## config.mk

```make
export PLATFORM = sky130hd
export DESIGN_NAME = dma_bus_seq
export DESIGN_NICKNAME = d
export VERILOG_FILES = /design/src/rtl/dma_seq_pkg.sv /design/src/rtl/dma_prio_arb.sv /design/src/rtl/dma_ack_dec.sv /design/src/rtl/dma_strobe_gen.sv /design/src/rtl/dma_seq_fsm.sv /design/src/rtl/dma_bus_seq.sv
export SDC_FILE = /design/constraint.sdc
export NUM_CORES = 1
export LEC_CHECK = 0
export BUFFER_PORTS_ARGS = -buffer_cell sky130_fd_sc_hd__buf_2
export CORE_MARGIN = 8
export CORE_UTILIZATION = 45
export CTS_BUF_LIST = sky130_fd_sc_hd__clkbuf_4
export DETAILED_ROUTE_END_ITERATION = 16
export HOLD_SLACK_MARGIN = 0.12
export PLACE_DENSITY = 0.78
export SKIP_CTS_REPAIR_TIMING = 1
export SYNTH_ARGS = -nofsm -noshare
export SYNTH_HDL_FRONTEND = slang
export SYNTH_SLANG_ARGS = --single-unit
export TNS_END_PERCENT = 50
```

## constraint.sdc

```tcl
create_clock -name clk_i -period 1.8 [get_ports clk_i]
set_input_delay 0.09 -clock clk_i [delete_from_list [all_inputs] [get_ports clk_i]]
set_output_delay 0.09 -clock clk_i [all_outputs]
set_load 0.005 [all_outputs]
```

## src/rtl/dma_seq_pkg.sv

```systemverilog
package dma_seq_pkg;
  typedef enum logic [2:0] {
    ST_IDLE,
    ST_HOLD,
    ST_ADDR,
    ST_XFER,
    ST_END,
    ST_REL
  } seq_state_e;
endpackage

```

## src/rtl/dma_prio_arb.sv

```systemverilog
module dma_prio_arb #(
  parameter int NUM_CH = 4,
  localparam int CH_W = (NUM_CH > 1) ? $clog2(NUM_CH) : 1
) (
  input  logic [NUM_CH-1:0] elig_i,
  output logic              any_o,
  output logic [CH_W-1:0]   win_o
);
  // lowest index wins
  always_comb begin
    win_o = '0;
    for (int i = NUM_CH - 1; i >= 0; i--) begin
      if (elig_i[i]) win_o = CH_W'(i);
    end
  end
  assign any_o = |elig_i;
endmodule

```

## src/rtl/dma_ack_dec.sv

```systemverilog
module dma_ack_dec #(
  parameter int NUM_CH = 4,
  localparam int CH_W = (NUM_CH > 1) ? $clog2(NUM_CH) : 1
) (
  input  logic              en_i,
  input  logic [CH_W-1:0]   ch_i,
  output logic [NUM_CH-1:0] ack_o
);
  for (genvar g = 0; g < NUM_CH; g++) begin : g_ack
    assign ack_o[g] = en_i && (ch_i == CH_W'(g));
  end
endmodule

```

## src/rtl/dma_strobe_gen.sv

```systemverilog
module dma_strobe_gen (
  input  logic active_i,
  input  logic dir_i,
  output logic memr_no,
  output logic memw_no,
  output logic ior_no,
  output logic iow_no
);
  // dir 1: peripheral -> memory, dir 0: memory -> peripheral
  assign ior_no  = !(active_i && dir_i);
  assign memw_no = !(active_i && dir_i);
  assign memr_no = !(active_i && !dir_i);
  assign iow_no  = !(active_i && !dir_i);
endmodule

```

## src/rtl/dma_seq_fsm.sv

```systemverilog
module dma_seq_fsm
  import dma_seq_pkg::*;
#(
  parameter int NUM_CH = 4,
  localparam int CH_W = (NUM_CH > 1) ? $clog2(NUM_CH) : 1
) (
  input  logic              clk_i,
  input  logic              rst_ni,
  input  logic              any_i,
  input  logic [CH_W-1:0]   win_i,
  input  logic [NUM_CH-1:0] burst_i,
  input  logic [NUM_CH-1:0] dir_i,
  input  logic              hold_ack_i,
  input  logic              ready_i,
  input  logic              xfer_last_i,
  input  logic              abort_ni,
  output seq_state_e        state_o,
  output logic [CH_W-1:0]   ch_o,
  output logic              dir_o
);
  seq_state_e      state_q, state_d;
  logic [CH_W-1:0] ch_q, ch_d;
  logic            burst_q, burst_d;
  logic            dir_q, dir_d;
  logic            abort_q, abort_d;
  logic            term;

  assign term = xfer_last_i || abort_q || !abort_ni;

  always_comb begin
    state_d = state_q;
    ch_d    = ch_q;
    burst_d = burst_q;
    dir_d   = dir_q;
    abort_d = abort_q;
    unique case (state_q)
      ST_IDLE: if (any_i) state_d = ST_HOLD;
      ST_HOLD: begin
        if (hold_ack_i) begin
          if (any_i) begin
            state_d = ST_ADDR;
            ch_d    = win_i;
            burst_d = burst_i[win_i];
            dir_d   = dir_i[win_i];
            abort_d = 1'b0;
          end else begin
            state_d = ST_REL;
          end
        end
      end
      ST_ADDR: begin
        state_d = ST_XFER;
        if (!abort_ni) abort_d = 1'b1;
      end
      ST_XFER: begin
        if (!abort_ni) abort_d = 1'b1;
        if (ready_i) state_d = ST_END;
      end
      ST_END: begin
        if (!hold_ack_i) begin
          state_d = ST_REL;
        end else if (burst_q && !term) begin
          state_d = ST_ADDR;
          abort_d = 1'b0;
        end else if (any_i) begin
          state_d = ST_ADDR;
          ch_d    = win_i;
          burst_d = burst_i[win_i];
          dir_d   = dir_i[win_i];
          abort_d = 1'b0;
        end else begin
          state_d = ST_REL;
        end
      end
      ST_REL:  state_d = ST_IDLE;
      default: state_d = ST_IDLE;
    endcase
  end

  always_ff @(posedge clk_i or negedge rst_ni) begin
    if (!rst_ni) begin
      state_q <= ST_IDLE;
      ch_q    <= '0;
      burst_q <= 1'b0;
      dir_q   <= 1'b0;
      abort_q <= 1'b0;
    end else begin
      state_q <= state_d;
      ch_q    <= ch_d;
      burst_q <= burst_d;
      dir_q   <= dir_d;
      abort_q <= abort_d;
    end
  end

  assign state_o = state_q;
  assign ch_o    = ch_q;
  assign dir_o   = dir_q;
endmodule

```

## src/rtl/dma_bus_seq.sv

```systemverilog
module dma_bus_seq
  import dma_seq_pkg::*;
#(
  parameter int NUM_CH = 4,
  localparam int CH_W = (NUM_CH > 1) ? $clog2(NUM_CH) : 1
) (
  input  logic              clk_i,
  input  logic              rst_ni,
  input  logic [NUM_CH-1:0] chan_req_i,
  input  logic [NUM_CH-1:0] mask_i,
  input  logic [NUM_CH-1:0] burst_i,
  input  logic [NUM_CH-1:0] dir_i,
  input  logic              hold_ack_i,
  input  logic              ready_i,
  input  logic              xfer_last_i,
  input  logic              abort_ni,
  output logic              hold_req_o,
  output logic [NUM_CH-1:0] chan_ack_o,
  output logic              addr_en_o,
  output logic              bus_oe_o,
  output logic              memr_no,
  output logic              memw_no,
  output logic              ior_no,
  output logic              iow_no,
  output logic              step_o,
  output logic [CH_W-1:0]   step_ch_o,
  output logic              tc_no
);
  seq_state_e      state;
  logic [CH_W-1:0] win, cur_ch;
  logic            any_req, cur_dir, in_xfer, own_bus;

  dma_prio_arb #(.NUM_CH(NUM_CH)) i_arb (
    .elig_i (chan_req_i & ~mask_i),
    .any_o  (any_req),
    .win_o  (win)
  );

  dma_seq_fsm #(.NUM_CH(NUM_CH)) i_fsm (
    .clk_i       (clk_i),
    .rst_ni      (rst_ni),
    .any_i       (any_req),
    .win_i       (win),
    .burst_i     (burst_i),
    .dir_i       (dir_i),
    .hold_ack_i  (hold_ack_i),
    .ready_i     (ready_i),
    .xfer_last_i (xfer_last_i),
    .abort_ni    (abort_ni),
    .state_o     (state),
    .ch_o        (cur_ch),
    .dir_o       (cur_dir)
  );

  assign in_xfer = (state == ST_XFER);
  assign own_bus = (state == ST_ADDR) || in_xfer || (state == ST_END);

  dma_ack_dec #(.NUM_CH(NUM_CH)) i_ack (
    .en_i  (in_xfer),
    .ch_i  (cur_ch),
    .ack_o (chan_ack_o)
  );

  dma_strobe_gen i_strb (
    .active_i (in_xfer),
    .dir_i    (cur_dir),
    .memr_no  (memr_no),
    .memw_no  (memw_no),
    .ior_no   (ior_no),
    .iow_no   (iow_no)
  );

  assign hold_req_o = (state != ST_IDLE);
  assign addr_en_o  = own_bus;
  assign bus_oe_o   = own_bus;
  assign step_o     = (state == ST_END);
  assign step_ch_o  = cur_ch;
  assign tc_no      = !((state == ST_END) && xfer_last_i);
endmodule

```

* After elaboration in Yosys (flattened, before gate mapping) *
Cells that the tools add are included.

word-level totals
  register bits after elaboration = 8
  bits of input ports = 22
  output and inout bits = 15

cells by class
  $lt $le $gt $ge = 1
  equal/unequal tests = 13
  multiplexer cells = 36
  bitwise operators = 2
  reductions and logical operators = 28

operator list
  operator            count
  $mux 3              6
  $mux 2              8
  $mux 1              15
  $pmux 3 s5          1
  $ne 2x2->1 const B  6
  $logic_and 1x1->1   8
  $reduce_and 4->1    2
  $eq 3x2->1 const B  2
  $logic_not 1->1     6
  $reduce_bool 3->1   2
  $and 4x4->4         1
  $bmux 1 s2          2
  $eq 2x2->1 const B  2
  $logic_or 1x1->1    4
  $not 4->4           1
  $pmux 1 s2          2
  $pmux 2 s2          1
  $reduce_or 4->1     1
  $eq 3x1->1 const B  1
  $eq 3x3->1 const B  1
  $logic_not 3->1     1
  $lt 2x3->1 const B  1
  $pmux 1 s3          1
  $reduce_and 3->1    1
  other kinds (4)     4

* Depth between registers and ports, before layout *
Gate-level depths: netlist of run 1.

  depth after elaboration = 12
  gate-level depth with buffers = 7

* Cells and area by module *
From an unflattened synthesis of run 1, not the netlist that was laid out.

second synthesis, totals
  cells, all modules = 74
  area, all modules = 729.4 um^2

by module, submodules not included
  module          instances  cells each  area each (um^2)  sequential area each (um^2)
  dma_seq_fsm     1          48          559.3             200.2
  dma_bus_seq     1          11          72.6              0.0
  dma_ack_dec     1          4           37.5              0.0
  dma_prio_arb    1          7           35.0              0.0
  dma_strobe_gen  1          4           25.0              0.0

* Worst setup path after synthesis of run 1 *
No wires, ideal clock.

  path type = register to register
  start point = reg i_fsm.state_q[1] (netlist: i_fsm.state_o[1])
  end point = reg i_fsm.burst_q
  library setup time = 0.128 ns
  data arrival time = 1.421 ns
  required time = 1.672 ns
  path slack = 0.252 ns
  stages on the path, launching flop included = 8
  path through = dfrtp_1 -> clkbuf_1 -> nor2_1 -> nand2_1 -> inv_2 -> a21oi_1 -> nand3_1 -> mux2_1

between the ends
  longest elaborated chain between the ends = 3
  elaborated cells on any way between the ends = 8
  those cells by class = eq/ne (5); mux (1); reduce/logical (2)

ends and longest elaborated chain
  what                                                                     RTL line           text
  start, declared                                                          dma_seq_fsm.sv:21  seq_state_e state_q, state_d;
  start signal, assigned                                                   dma_seq_fsm.sv:88  state_q <= state_d;
  $eq 3x3->1 (*)                                                           n/a
  net step_o                                                               dma_bus_seq.sv:25  output logic step_o,
  $ne 2x2->1 (no source line) / $reduce_bool 2->1 (equally long branches)  n/a
  $reduce_and 4->1 (no source line)                                        n/a
  end signal, assigned                                                     dma_seq_fsm.sv:90  burst_q <= burst_d;
  end, declared                                                            dma_seq_fsm.sv:23  logic burst_q, burst_d;

The timed path passes the listed nets; every way through them passes the cells marked *.
A chain may end at the register's enable or synchronous reset.

* Worst setup path after layout of run 1 *
  start point = reg i_fsm.abort_q
  end point = reg i_fsm.ch_q[0] (netlist: i_fsm.ch_o[0])

between the ends
  longest elaborated chain between the ends = 6

ends and longest elaborated chain
  what                               RTL line           text
  start, declared                    dma_seq_fsm.sv:25  logic abort_q, abort_d;
  start signal, assigned             dma_seq_fsm.sv:92  abort_q <= abort_d;
  $logic_or 1x1->1 (2 in a row)      dma_seq_fsm.sv:28  assign term = xfer_last_i || abort_q || !abort_ni;
  $logic_not 1->1                    dma_seq_fsm.sv:62  end else if (burst_q && !term) begin
  $logic_and 1x1->1                  dma_seq_fsm.sv:62
  $ne 2x2->1 (no source line)        n/a
  $reduce_and 4->1 (no source line)  n/a
  end signal, assigned               dma_seq_fsm.sv:89  ch_q <= ch_d;
  end, declared                      dma_seq_fsm.sv:22  logic [CH_W-1:0] ch_q, ch_d;

Every way passes these cells.

==> results of run 1 <==
where the power goes:
group,total (W),internal (W),switching (W)
clock network,0.000140,0.0000765,0.0000639
registers,0.000362,0.000264,0.0000986
logic,0.000518,0.000263,0.000255
path summary, 6_finish.rpt:
check / end / cells after the start
min reg2reg: i_fsm.burst_q$_DFFE_PN0P_ / 1
max: i_fsm.ch_o[0]$_DFFE_PN0P_ / 4
min: i_fsm.state_o[1]$_DFFE_PN0P_ / 4
max in group asynchronous: i_fsm.ch_o[1]$_DFFE_PN0P_ / 2
min in group asynchronous: i_fsm.abort_q$_DFFE_PN0P_ / 2
max reg2reg: i_fsm.ch_o[0]$_DFFE_PN0P_ / 4
layer usage:
layer / GRT usage [%] / vias to the layer above
li1: - / 360
met1: 14.5 / 321
met2: 23.1 / 26
met3: 3.80 / 4
met4: 8.61 / 0
met5: 0 / -
area by class of cell:
cell class	instances	area share [%]
Timing Repair Buffer	38	22.9
Multi-Input combinational cell	63	47.3
Clock buffer	3	2.60
Inverter	4	1.74
Sequential cell	8	23.2
Tap cell	16	2.32
kinds of logic (layout without fill, tap and decap cells):
| family | after synthesis | count (layout) |
|---|---|---|
| flip-flops | 8 | 8 |
| buffers and inverters | 10 | 45 |
| AND/OR/NAND/NOR | 39 | 39 |
| AO/OA/AOI/OAI | 20 | 20 |
| multiplexers | 4 | 4 |
per-stage QoR:
stage / utilization (%) / instance area (um2) / hold slack, ns / worst slack (ns) / power, W
final: 59.5 / 865 / 0.175 / 0.172 / 0.00102
after global routing: 59.5 / 865 / 0.171 / 0.0275 / 0.00112
after global placement: 57.2 / 832 / -0.0593 / 0.216 / 0.000858
after floorplan: - / 666 / -0.206 / 0.252 / 0.000707
after detailed placement: 57.2 / 832 / -0.0592 / 0.202 / 0.000883
after CTS: 58.8 / 855 / -0.336 / 0.184 / 0.00103
tightest hold or removal path, delay by kind of cell:
family / cells / cell delay [ns]
AO/OA/AOI/OAI: 2 / 0.14
buffers and inverters: 1 / 0.09
AND/OR/NAND/NOR: 1 / 0.06
sequential cells by signal, summed over array words and instances (netlist names):
register and count:
i_fsm.abort_q 1, i_fsm.burst_q 1, i_fsm.ch_o 2, i_fsm.dir_o 1, i_fsm.state_o 3
Yosys cell counts, types with 3 or more instances:
library cell / n
a21oi_1: 4
dfrtp_1: 8
nand2_1: 11
nand2b_1: 3
inv_1: 3
mux2_1: 3
nor2b_1: 4
buf_4: 3
nor2_1: 7
layout by cell type (no fill, tap or decap), drive strengths merged, types with 2 or more instances in the layout:
| cell | count |
|---|---|
| a21oi | 4 |
| nand2b | 3 |
| o211ai | 2 |
| o21ai | 3 |
| buf | 37 |
| nor2 | 7 |
| nand3 | 2 |
| inv | 4 |
| mux2 | 4 |
| nor2b | 6 |
| nand2 | 11 |
| clkbuf | 3 |
| or3 | 2 |
| dfrtp | 8 |
==> results by group, run 1 <==
Layout
  • Fillers: between 100 and 150
  • Area grow syn2layout: 29.9%
  • Area of the multi-input gates: 409 um2
  • Share of cells above drive strength 1: roughly two fifths
  • Antenna diode instance count: 0
  • Total Nets Final: 140
  • Non-Filler Instances: ~130
  • Register area: 200 um2

Synthesis
  • Number of distinct library cells after synthesis: 38
  • Seq cells post-synth: 8
  • Largest family of logic cells by synthesized area: simple AND/OR/NAND/NOR gates
  • Mean post-synth cell area: 8.22 um2
  • Mux share of post-synthesis cell area: 6.77%
  • Ys async rst share: 100%
  • Compound-Gate Fraction of Synth Area: around 21%
  • Top FF cell, synth: dfrtp_1
  • Synth warnings: 0
  • Yosys top cell by area: dfrtp_1
  • Share of the synthesized area in the top cell type: 30.1%
  • Simple-Gate Fraction of Synth Area: about a third
  • Syn nets: 103
  • Adder-cell share of the synthesized area: 0%
  • EDFF count, synth: 0
  • Post-synthesis cell area: between 600 and 700 um2
  • Synth top area cells: dfrtp_1 30%, nand2_1 6.2%, mux2_1 5.1%
  • Seq/Total Area, Yosys: 30.1%
  • Post-synthesis xor/xnor area fraction: 0%
  • Syn Inst Count: 81

Die
  • Die area: 0.00297 mm2
  • Chip Width: 54.5 um
  • Initial Utilization: around 46%
  • DIE HEIGHT: 54.5 um
  • Io pins: 37
  • Core Region: 0.00145 mm2
  • Rows: 14

Timing
  • FMAX: a little over 600 MHz
  • Max-slew headroom: 73.4%
  • Setup TNS: 0 ns
  • Final Setup Violations: 0
  • Part of the cycle the worst path needs: 90.4%
  • RSZ-0062 raised after global routing: false
  • Worst-Margin Slew: about 0.39 ns
  • Slew Limit Fails: 0
  • Hold Vio Cnt, Final: 0
  • Max Clock Skew: between 0.004 and 0.005 ns
  • Minimum clock period: 1.63 ns

Worst setup path
  • Slowest-stage cell, CP: nor4bb_1
  • Worst r2r src: i_fsm.abort_q$_DFFE_PN0P_
  • CP startpoint: i_fsm.abort_q$_DFFE_PN0P_
  • Worst path top cell family by delay: simple AND/OR/NAND/NOR gates
  • Crit path DAT: 1.76 ns
  • CP Cell Sequence: nor4bb_1 > a21oi_1 > nand3_1 > mux2_1
  • CP peak stage delay: 0.41 ns
  • Startpoint Class: flop
  • CP Capture Type: flop
  • Worst EP required: 1.93 ns
  • Crit path kind: flop to flop
  • R2r setup slk: ~0.17 ns
  • WP buf/inv: 0
  • CP Max Fanout: 4

Hold path
  • Hold Path Class: input port to flop
  • Worst hold start: ready_i

Clock network
  • H-tree levels: 1
  • CTS tree: built
  • Clk root buf: clkbuf_4
  • Reg clk slew, reported paths: 0.06 ns
  • Longest Clk Path Bufs: 2
  • CTS sink count: 8
  • Total CTS buffers: 3
  • Clock Latency Late Sink: approximately 0.26 ns

GRT
  • Vias in the first global route: a little over 700
  • GRT overflow: 0
  • Pin count of the biggest net entering global routing: 11
  • First-pass GRT wire length: 2960 um
  • Initial antenna violation count: 0
  • Tot GR Track Use: about 14%

Route
  • Drt pass-1 iters: 6
  • Top sig layer: met4
  • DR vias/cell: 5.39
  • Routed wl met2: approximately 870 um
  • Post-Route WL: 1810 um
  • Metal1 wirelength: just under 800 um
  • Initial DRC count: 21
  • DRC viols: 0
  • Post-DRT Antenna Nets: 0
  • DR WL/cell: ~14 um
  • Met3 WL post-DR: 110 um
  • DR vias: roughly 710

Job
  • Max Cap Viol: 0

Power
  • Power per Cell Area: roughly 1200 mW/mm2
  • Leak: roughly 0.45 nW
  • Peak supply drop: 0.402 mV

Outcome
  • Status: completed

Placed design
  • HPWL after DPL: ~1500 um
  • Placed Cells incl. Taps: 128
  • Gpl congestion: 0.850
  • Port bufs: 36
No activity file was read; power rests on OpenSTA's default activity.
==> inputs of run 2 (changes only) <==
--- a/config.mk
+++ b/config.mk
@@ -5,13 +5,14 @@
 export SDC_FILE = /design/constraint.sdc
 export NUM_CORES = 1
 export LEC_CHECK = 0
-export BUFFER_PORTS_ARGS = -buffer_cell sky130_fd_sc_hd__buf_2
 export CORE_MARGIN = 8
-export CORE_UTILIZATION = 45
+export CORE_UTILIZATION = 50
 export CTS_BUF_LIST = sky130_fd_sc_hd__clkbuf_4
 export DETAILED_ROUTE_END_ITERATION = 16
+export DONT_BUFFER_PORTS = 1
 export HOLD_SLACK_MARGIN = 0.12
-export PLACE_DENSITY = 0.78
+export MAX_ROUTING_LAYER = met4
+export PLACE_DENSITY = 0.62
 export SKIP_CTS_REPAIR_TIMING = 1
 export SYNTH_ARGS = -nofsm -noshare
 export SYNTH_HDL_FRONTEND = slang
==> results by group, run 2 (synthesized netlist as in run 1, its figures left out) <==
Outcome
  • Status: completed

Timing
  • FMAX: 615 MHz (about the same)
  • Minimum clock period: 1.63 ns (-0.00128 ns)
  • Setup TNS: 0 ns (unchanged)
  • Max Clock Skew: 0.00312 ns (-0.000889 ns)
  • Slew Limit Fails: 0 (unchanged)
  • RSZ-0062 raised after global routing: false
  • Hold Vio Cnt, Final: 0 (unchanged)
  • Part of the cycle the worst path needs: 90.3% (about the same)
  • Max-slew headroom: 73.4% (about the same)
  • Final Hold Slack: 0.112 ns (-0.0624 ns)
  • Final Setup Violations: 0 (unchanged)
  • Worst-Margin Slew: 0.394 ns (+0.000434 ns)

Route
  • DRC viols: 0 (unchanged)
  • DR vias/cell: 6.18 (+15%)
  • Post-DRT Antenna Nets: 0 (unchanged)
  • Post-Route WL: 1640 um (-9.7%)
  • DR WL/cell: 16.5 um (+20%)
  • Initial DRC count: 19 (-9.5%)
  • Drt pass-1 iters: 4 (-2)
  • DR vias: 612 (-14%)

Power
  • Power per Cell Area: 1260 mW/mm2 (+6.9%)
  • Peak supply drop: 0.846 mV (+110%)
  • Leak: 0.318 nW (-29%)

Worst setup path
  • Startpoint Class: flop
  • Crit path to: i_fsm.ch_o[1]$_DFFE_PN0P_
  • CP startpoint: i_fsm.state_o[0]$_DFFE_PN0P_
  • Worst r2r src: i_fsm.state_o[0]$_DFFE_PN0P_
  • Crit path DAT: 1.77 ns (about the same)
  • R2r setup slk: 0.17 ns (about the same)
  • CP Capture Type: flop
  • Worst EP required: 1.94 ns (about the same)
  • CP Max Fanout: 7 (+3)
  • Crit path kind: flop to flop
  • R2R Path End: i_fsm.ch_o[1]$_DFFE_PN0P_
  • R2r worst-path depth: 6 (+2)

GRT
  • Pin count of the biggest net entering global routing: 11 (unchanged)
  • First-pass GRT wire length: 2470 um (-17%)
  • GRT overflow: 0 (unchanged)
  • Tot GR Track Use: 11.8% (-1.8 points)
  • Vias in the first global route: 584 (-19%)
  • Initial antenna violation count: 0 (unchanged)

Clock network
  • CTS tree: built
  • CTS sink count: 8 (unchanged)
  • Total CTS buffers: 3 (unchanged)
  • H-tree levels: 1 (unchanged)
  • Longest Clk Path Bufs: 2 (unchanged)
  • Reg clk slew, reported paths: 0.06 ns (about the same)
  • Clk root buf: clkbuf_4
  • Clock Latency Late Sink: 0.26 ns (about the same)

Layout
  • Max reg flops: 3 (unchanged)
  • Area grow syn2layout: 8.65%
  • Area of the multi-input gates: 409 um2 (unchanged)
  • Fillers: 122 (-11%)
  • Share of cells above drive strength 1: 10.7% (-28 points)
  • Total Nets Final: 108 (-23%)
  • Most frequent cells in the layout: 11 x nand2_1, 8 x dfrtp_1, 7 x nor2_1
  • Antenna diode instance count: 0 (unchanged)
  • Register area: 200 um2 (unchanged)
  • Most common cell after layout, fill and taps aside: nand2_1

Hold path
  • Hold Path Class: input port to flop

Placed design
  • Gpl congestion: 0.800 (-6.0%)
  • Port bufs: 0 (-100%)
  • HPWL after DPL: 1270 um (-16%)

Die
  • Rows: 13 (-1)
  • Die area: 0.00275 mm2 (-7.1%)
  • Initial Utilization: 52.5% (+6.7 points)
  • Io pins: 37 (unchanged)
  • Core Region: 0.00127 mm2 (-13%)
  • Chip Width: 52.5 um (-3.6%)
  • DIE HEIGHT: 52.5 um (-3.6%)

Job
  • Max Cap Viol: 0 (unchanged)
-- run 2: changes by cell type in the layout (fill, tap and decap cells not counted) --
cell           change
buf_2             -36
dlygate4sd3_1      +4
-- run 2: worst max-delay path, cell delays in order (launching register included) --
cell and delay (ns):
dfrtp_1 0.45, nor2_1 0.19, nand2_1 0.12, inv_2 0.13, a21oi_1 0.09, nand3_1 0.19
mux2_1 0.34
-- run 2: area by class of cell --
cell class | count | share of cell area, %
clock buffer | 3 | 3.11
inverter | 4 | 2.08
multi-input combinational | 63 | 56.6
sequential | 8 | 27.7
tap | 15 | 2.60
timing repair buffer | 6 | 7.96
-- run 2: per-stage QoR --
stage / setup slack (ns) / power, W / utilization [%] / std cells / area (um2)
CTS: 0.181 / 0.000898 / 53.1 / 94 / 673
finish: 0.174 / 0.000913 / 57.0 / 99 / 723
floorplan: 0.252 / 0.000707 / - / 81 / 666
global placement: 0.209 / 0.000748 / 51.3 / 91 / 651
global route: 0.0771 / 0.000988 / 57.0 / 99 / 723
detailed placement: 0.207 / 0.000755 / 51.3 / 91 / 651
-- run 2: worst min path at each step --
stage / from / endpoint / slack (ns) / cells after the start
global route: mask_i[0] / i_fsm.ch_o[0]$_DFFE_PN0P_ / 0.15 / 3
detailed placement: rst_ni / i_fsm.state_o[1]$_DFFE_PN0P_ / -0.21 / 0
CTS: rst_ni / i_fsm.state_o[1]$_DFFE_PN0P_ / -0.47 / 0
finish: dir_i[0] / i_fsm.dir_o$_DFFE_PN0P_ / 0.11 / 2
global placement: rst_ni / i_fsm.state_o[1]$_DFFE_PN0P_ / -0.21 / 0
floorplan: rst_ni / i_fsm.abort_q$_DFFE_PN0P_ / -0.21 / 0
-- run 2: layer usage --
| layer | vias to the layer above | GRT usage, % | part of all wire (%) |
|---|---|---|---|
| met4 | 0 | 4.74 | 1.1 |
| li1 | 299 | - | - |
| met1 | 284 | 15.7 | 46 |
| met5 | - | - | 0 |
| met2 | 27 | 14.8 | 41 |
| met3 | 2 | 5.40 | 12 |
-- run 2: power breakdown --
group | switching, W | internal (W)
registers | 0.000103 | 0.000264
clock network | 0.0000676 | 0.0000768
logic | 0.000214 | 0.000188
total | 0.000385 | 0.000528
==> inputs of run 3 (changes only) <==
--- a/config.mk
+++ b/config.mk
@@ -5,14 +5,16 @@
 export SDC_FILE = /design/constraint.sdc
 export NUM_CORES = 1
 export LEC_CHECK = 0
+export CELL_PAD_IN_SITES_DETAIL_PLACEMENT = 1
+export CELL_PAD_IN_SITES_GLOBAL_PLACEMENT = 1
 export CORE_MARGIN = 8
-export CORE_UTILIZATION = 50
+export CORE_UTILIZATION = 44
 export CTS_BUF_LIST = sky130_fd_sc_hd__clkbuf_4
 export DETAILED_ROUTE_END_ITERATION = 16
 export DONT_BUFFER_PORTS = 1
 export HOLD_SLACK_MARGIN = 0.12
 export MAX_ROUTING_LAYER = met4
-export PLACE_DENSITY = 0.62
+export PLACE_DENSITY = 0.76
 export SKIP_CTS_REPAIR_TIMING = 1
 export SYNTH_ARGS = -nofsm -noshare
 export SYNTH_HDL_FRONTEND = slang
==> results by group, run 3 (synthesized netlist as in run 1, its figures left out) <==
Worst setup path
  • Crit path kind: flop to flop
  • Worst path top cell family by delay: simple AND/OR/NAND/NOR gates
  • Startpoint Class: flop
  • R2r worst-path depth: 6 (unchanged)
  • R2R Path End: i_fsm.burst_q$_DFFE_PN0P_
  • WP buf/inv: 1 (unchanged)
  • Slowest-stage cell, CP: dfrtp_1
  • Worst EP required: 1.94 ns (about the same)
  • CP Capture Type: flop
  • R2r setup slk: 0.17 ns (about the same)
  • Worst r2r src: i_fsm.state_o[0]$_DFFE_PN0P_
  • CP Cell Sequence: nor2_1 > nand2_1 > inv_2 > a21oi_1 > nand3_1 > mux2_1
  • CP Max Fanout: 7 (unchanged)
  • CP peak stage delay: 0.45 ns (about the same)
  • Crit path DAT: 1.77 ns (about the same)

Timing
  • RSZ-0062 raised after global routing: false
  • Worst-Margin Slew: 0.388 ns (-0.00576 ns)
  • Final Hold Slack: 0.125 ns (+0.0125 ns)
  • Slew Limit Fails: 0 (unchanged)
  • Hold Vio Cnt, Final: 0 (unchanged)
  • Setup TNS: 0 ns (unchanged)
  • Part of the cycle the worst path needs: 90.7% (+0.31 points)
  • Minimum clock period: 1.63 ns (+0.00564 ns)
  • Max-slew headroom: 73.9% (+0.50 points)
  • Final Setup Violations: 0 (unchanged)
  • FMAX: 613 MHz (-0.35%)
  • Max Clock Skew: 0.00381 ns (+0.000693 ns)

Layout
  • Area of the multi-input gates: 409 um2 (unchanged)
  • Fillers: 186 (+52%)
  • Non-Filler Instances: 99 (unchanged)
  • Antenna diode instance count: 0 (unchanged)
  • Share of cells above drive strength 1: 10.8% (+0.13 points)
  • Most frequent cells in the layout: 11 x nand2_1, 8 x dfrtp_1, 7 x nor2_1
  • Max reg flops: 3 (unchanged)
  • Final instance area: 714 um2 (-1.2%)
  • Register area: 200 um2 (unchanged)
  • Most common cell after layout, fill and taps aside: nand2_1
  • Total Nets Final: 107 (-0.93%)
  • Area grow syn2layout: 7.33%

Clock network
  • CTS sink count: 8 (unchanged)
  • Clock Latency Late Sink: 0.26 ns (about the same)
  • Longest Clk Path Bufs: 2 (unchanged)
  • CTS tree: built
  • Reg clk slew, reported paths: 0.06 ns (about the same)
  • Total CTS buffers: 3 (unchanged)
  • Clk root buf: clkbuf_4
  • H-tree levels: 1 (unchanged)

Job
  • Max Cap Viol: 0 (unchanged)

Route
  • Post-DRT Antenna Nets: 0 (unchanged)
  • DR vias/cell: 6.33 (+2.5%)
  • Initial DRC count: 2 (-17)
  • Met3 WL post-DR: 206 um (+5.1%)
  • DR vias: 627 (+2.5%)
  • Drt pass-1 iters: 4 (unchanged)
  • Routed wl met2: 1010 um (+50%)
  • Post-Route WL: 1900 um (+16%)
  • DRC viols: 0 (unchanged)
  • Top sig layer: met4
  • Metal1 wirelength: 631 um (-16%)
  • DR WL/cell: 19.2 um (+16%)

Hold path
  • Hold Path Sink: i_fsm.state_o[1]$_DFFE_PN0P_
  • Worst hold start: hold_ack_i
  • Hold path depth: 2 (unchanged)
  • Hold Path Class: input port to flop

Power
  • P_int: 0.000527 W (-0.20%)
  • Leak: 0.314 nW (-1.3%)
  • Sw frac: 42.9% (+0.77 points)
  • Power per Cell Area: 1290 mW/mm2 (+2.4%)
  • Share of power burned in combinational logic: 44.9% (+0.9 points)
  • Clock power share: 15.2% (-0.6 points)
  • Reg power frac: 40.0% (-0.2 points)
  • Peak supply drop: 0.387 mV (-54%)
  • Switching pwr: 0.000396 W (+3.0%)

GRT
  • Vias in the first global route: 676 (+16%)
  • Pin count of the biggest net entering global routing: 11 (unchanged)
  • Tot GR Track Use: 13.6% (+1.8 points)
  • GRT overflow: 0 (unchanged)
  • Initial antenna violation count: 0 (unchanged)
  • First-pass GRT wire length: 2950 um (+20%)

Die
  • Io pins: 37 (unchanged)
  • DIE HEIGHT: 54.9 um (+4.6%)
  • Rows: 14 (+1)
  • Chip Width: 54.9 um (+4.6%)
  • Die area: 0.00301 mm2 (+9.4%)
  • Initial Utilization: 45.8% (-6.7 points)
  • Core Region: 0.00145 mm2 (+15%)

Placed design
  • Placed Cells incl. Taps: 92 (+1.1%)
  • Gpl congestion: 0.857 (+7.2%)
  • Port bufs: 0 (unchanged)
  • Placed Area: 652 um2 (+0.19%)
  • HPWL after DPL: 1530 um (+21%)

Outcome
  • Status: completed
-- run 3: changes by cell type in the layout (fill, tap and decap cells not counted), sizes merged --
| cell | previous run | this run |
|---|---|---|
| dlygate4sd3 | 5 | 4 |
-- run 3: worst max-delay path by stage --
| stage | to | from | slack (ns) | depth (start not counted) |
|---|---|---|---|---|
| floorplan | i_fsm.burst_q$_DFFE_PN0P_ | i_fsm.state_o[1]$_DFFE_PN0P_ | 0.25 | 7 |
| global placement | i_fsm.ch_o[1]$_DFFE_PN0P_ | i_fsm.state_o[0]$_DFFE_PN0P_ | 0.23 | 6 |
| detailed placement | i_fsm.burst_q$_DFFE_PN0P_ | i_fsm.state_o[0]$_DFFE_PN0P_ | 0.19 | 6 |
| CTS | i_fsm.burst_q$_DFFE_PN0P_ | i_fsm.state_o[0]$_DFFE_PN0P_ | 0.18 | 6 |
| global route | i_fsm.burst_q$_DFFE_PN0P_ | i_fsm.state_o[0]$_DFFE_PN0P_ | 0.08 | 6 |
| finish | i_fsm.burst_q$_DFFE_PN0P_ | i_fsm.state_o[0]$_DFFE_PN0P_ | 0.17 | 6 |
-- run 3: cell type report --
cell class | instances | area share, %
Sequential cell | 8 | 28.0
Timing Repair Buffer | 5 | 6.65
Tap cell | 16 | 2.80
Inverter | 4 | 2.10
Clock buffer | 3 | 3.15
Multi-Input combinational cell | 63 | 57.3
-- run 3: per-layer routing --
layer	vias up	global-route usage, %
li1	295	-
met1	293	12.6
met2	33	24.2
met3	6	4.01
met4	0	8.40
met5	-	-
-- run 3: worst register-to-register path, cell delays in order (launching register included) --
cell and delay [ns]:
dfrtp_1 0.45, nor2_1 0.17, nand2_1 0.12, inv_2 0.14, a21oi_1 0.10, nand3_1 0.19
mux2_1 0.35
-- run 3: stage by stage --
step	setup WS, ns	utilization (%)	power [W]
after detailed placement	0.190	44.8	0.000779
after floorplan	0.252	-	0.000707
final	0.168	49.1	0.000923
after global routing	0.0807	49.1	0.000997
after global placement	0.227	44.8	0.000755
after CTS	0.180	46.4	0.000929
-- run 3: power groups by stage --
stage | sequential, W | combinational (W) | clock [W]
finish | 0.000369 | 0.000414 | 0.000140
global route | 0.000384 | 0.000457 | 0.000156
CTS | 0.000371 | 0.000409 | 0.000148
detailed placement | 0.000373 | 0.000406 | 0
global placement | 0.000367 | 0.000388 | 0
floorplan | 0.000320 | 0.000386 | 0
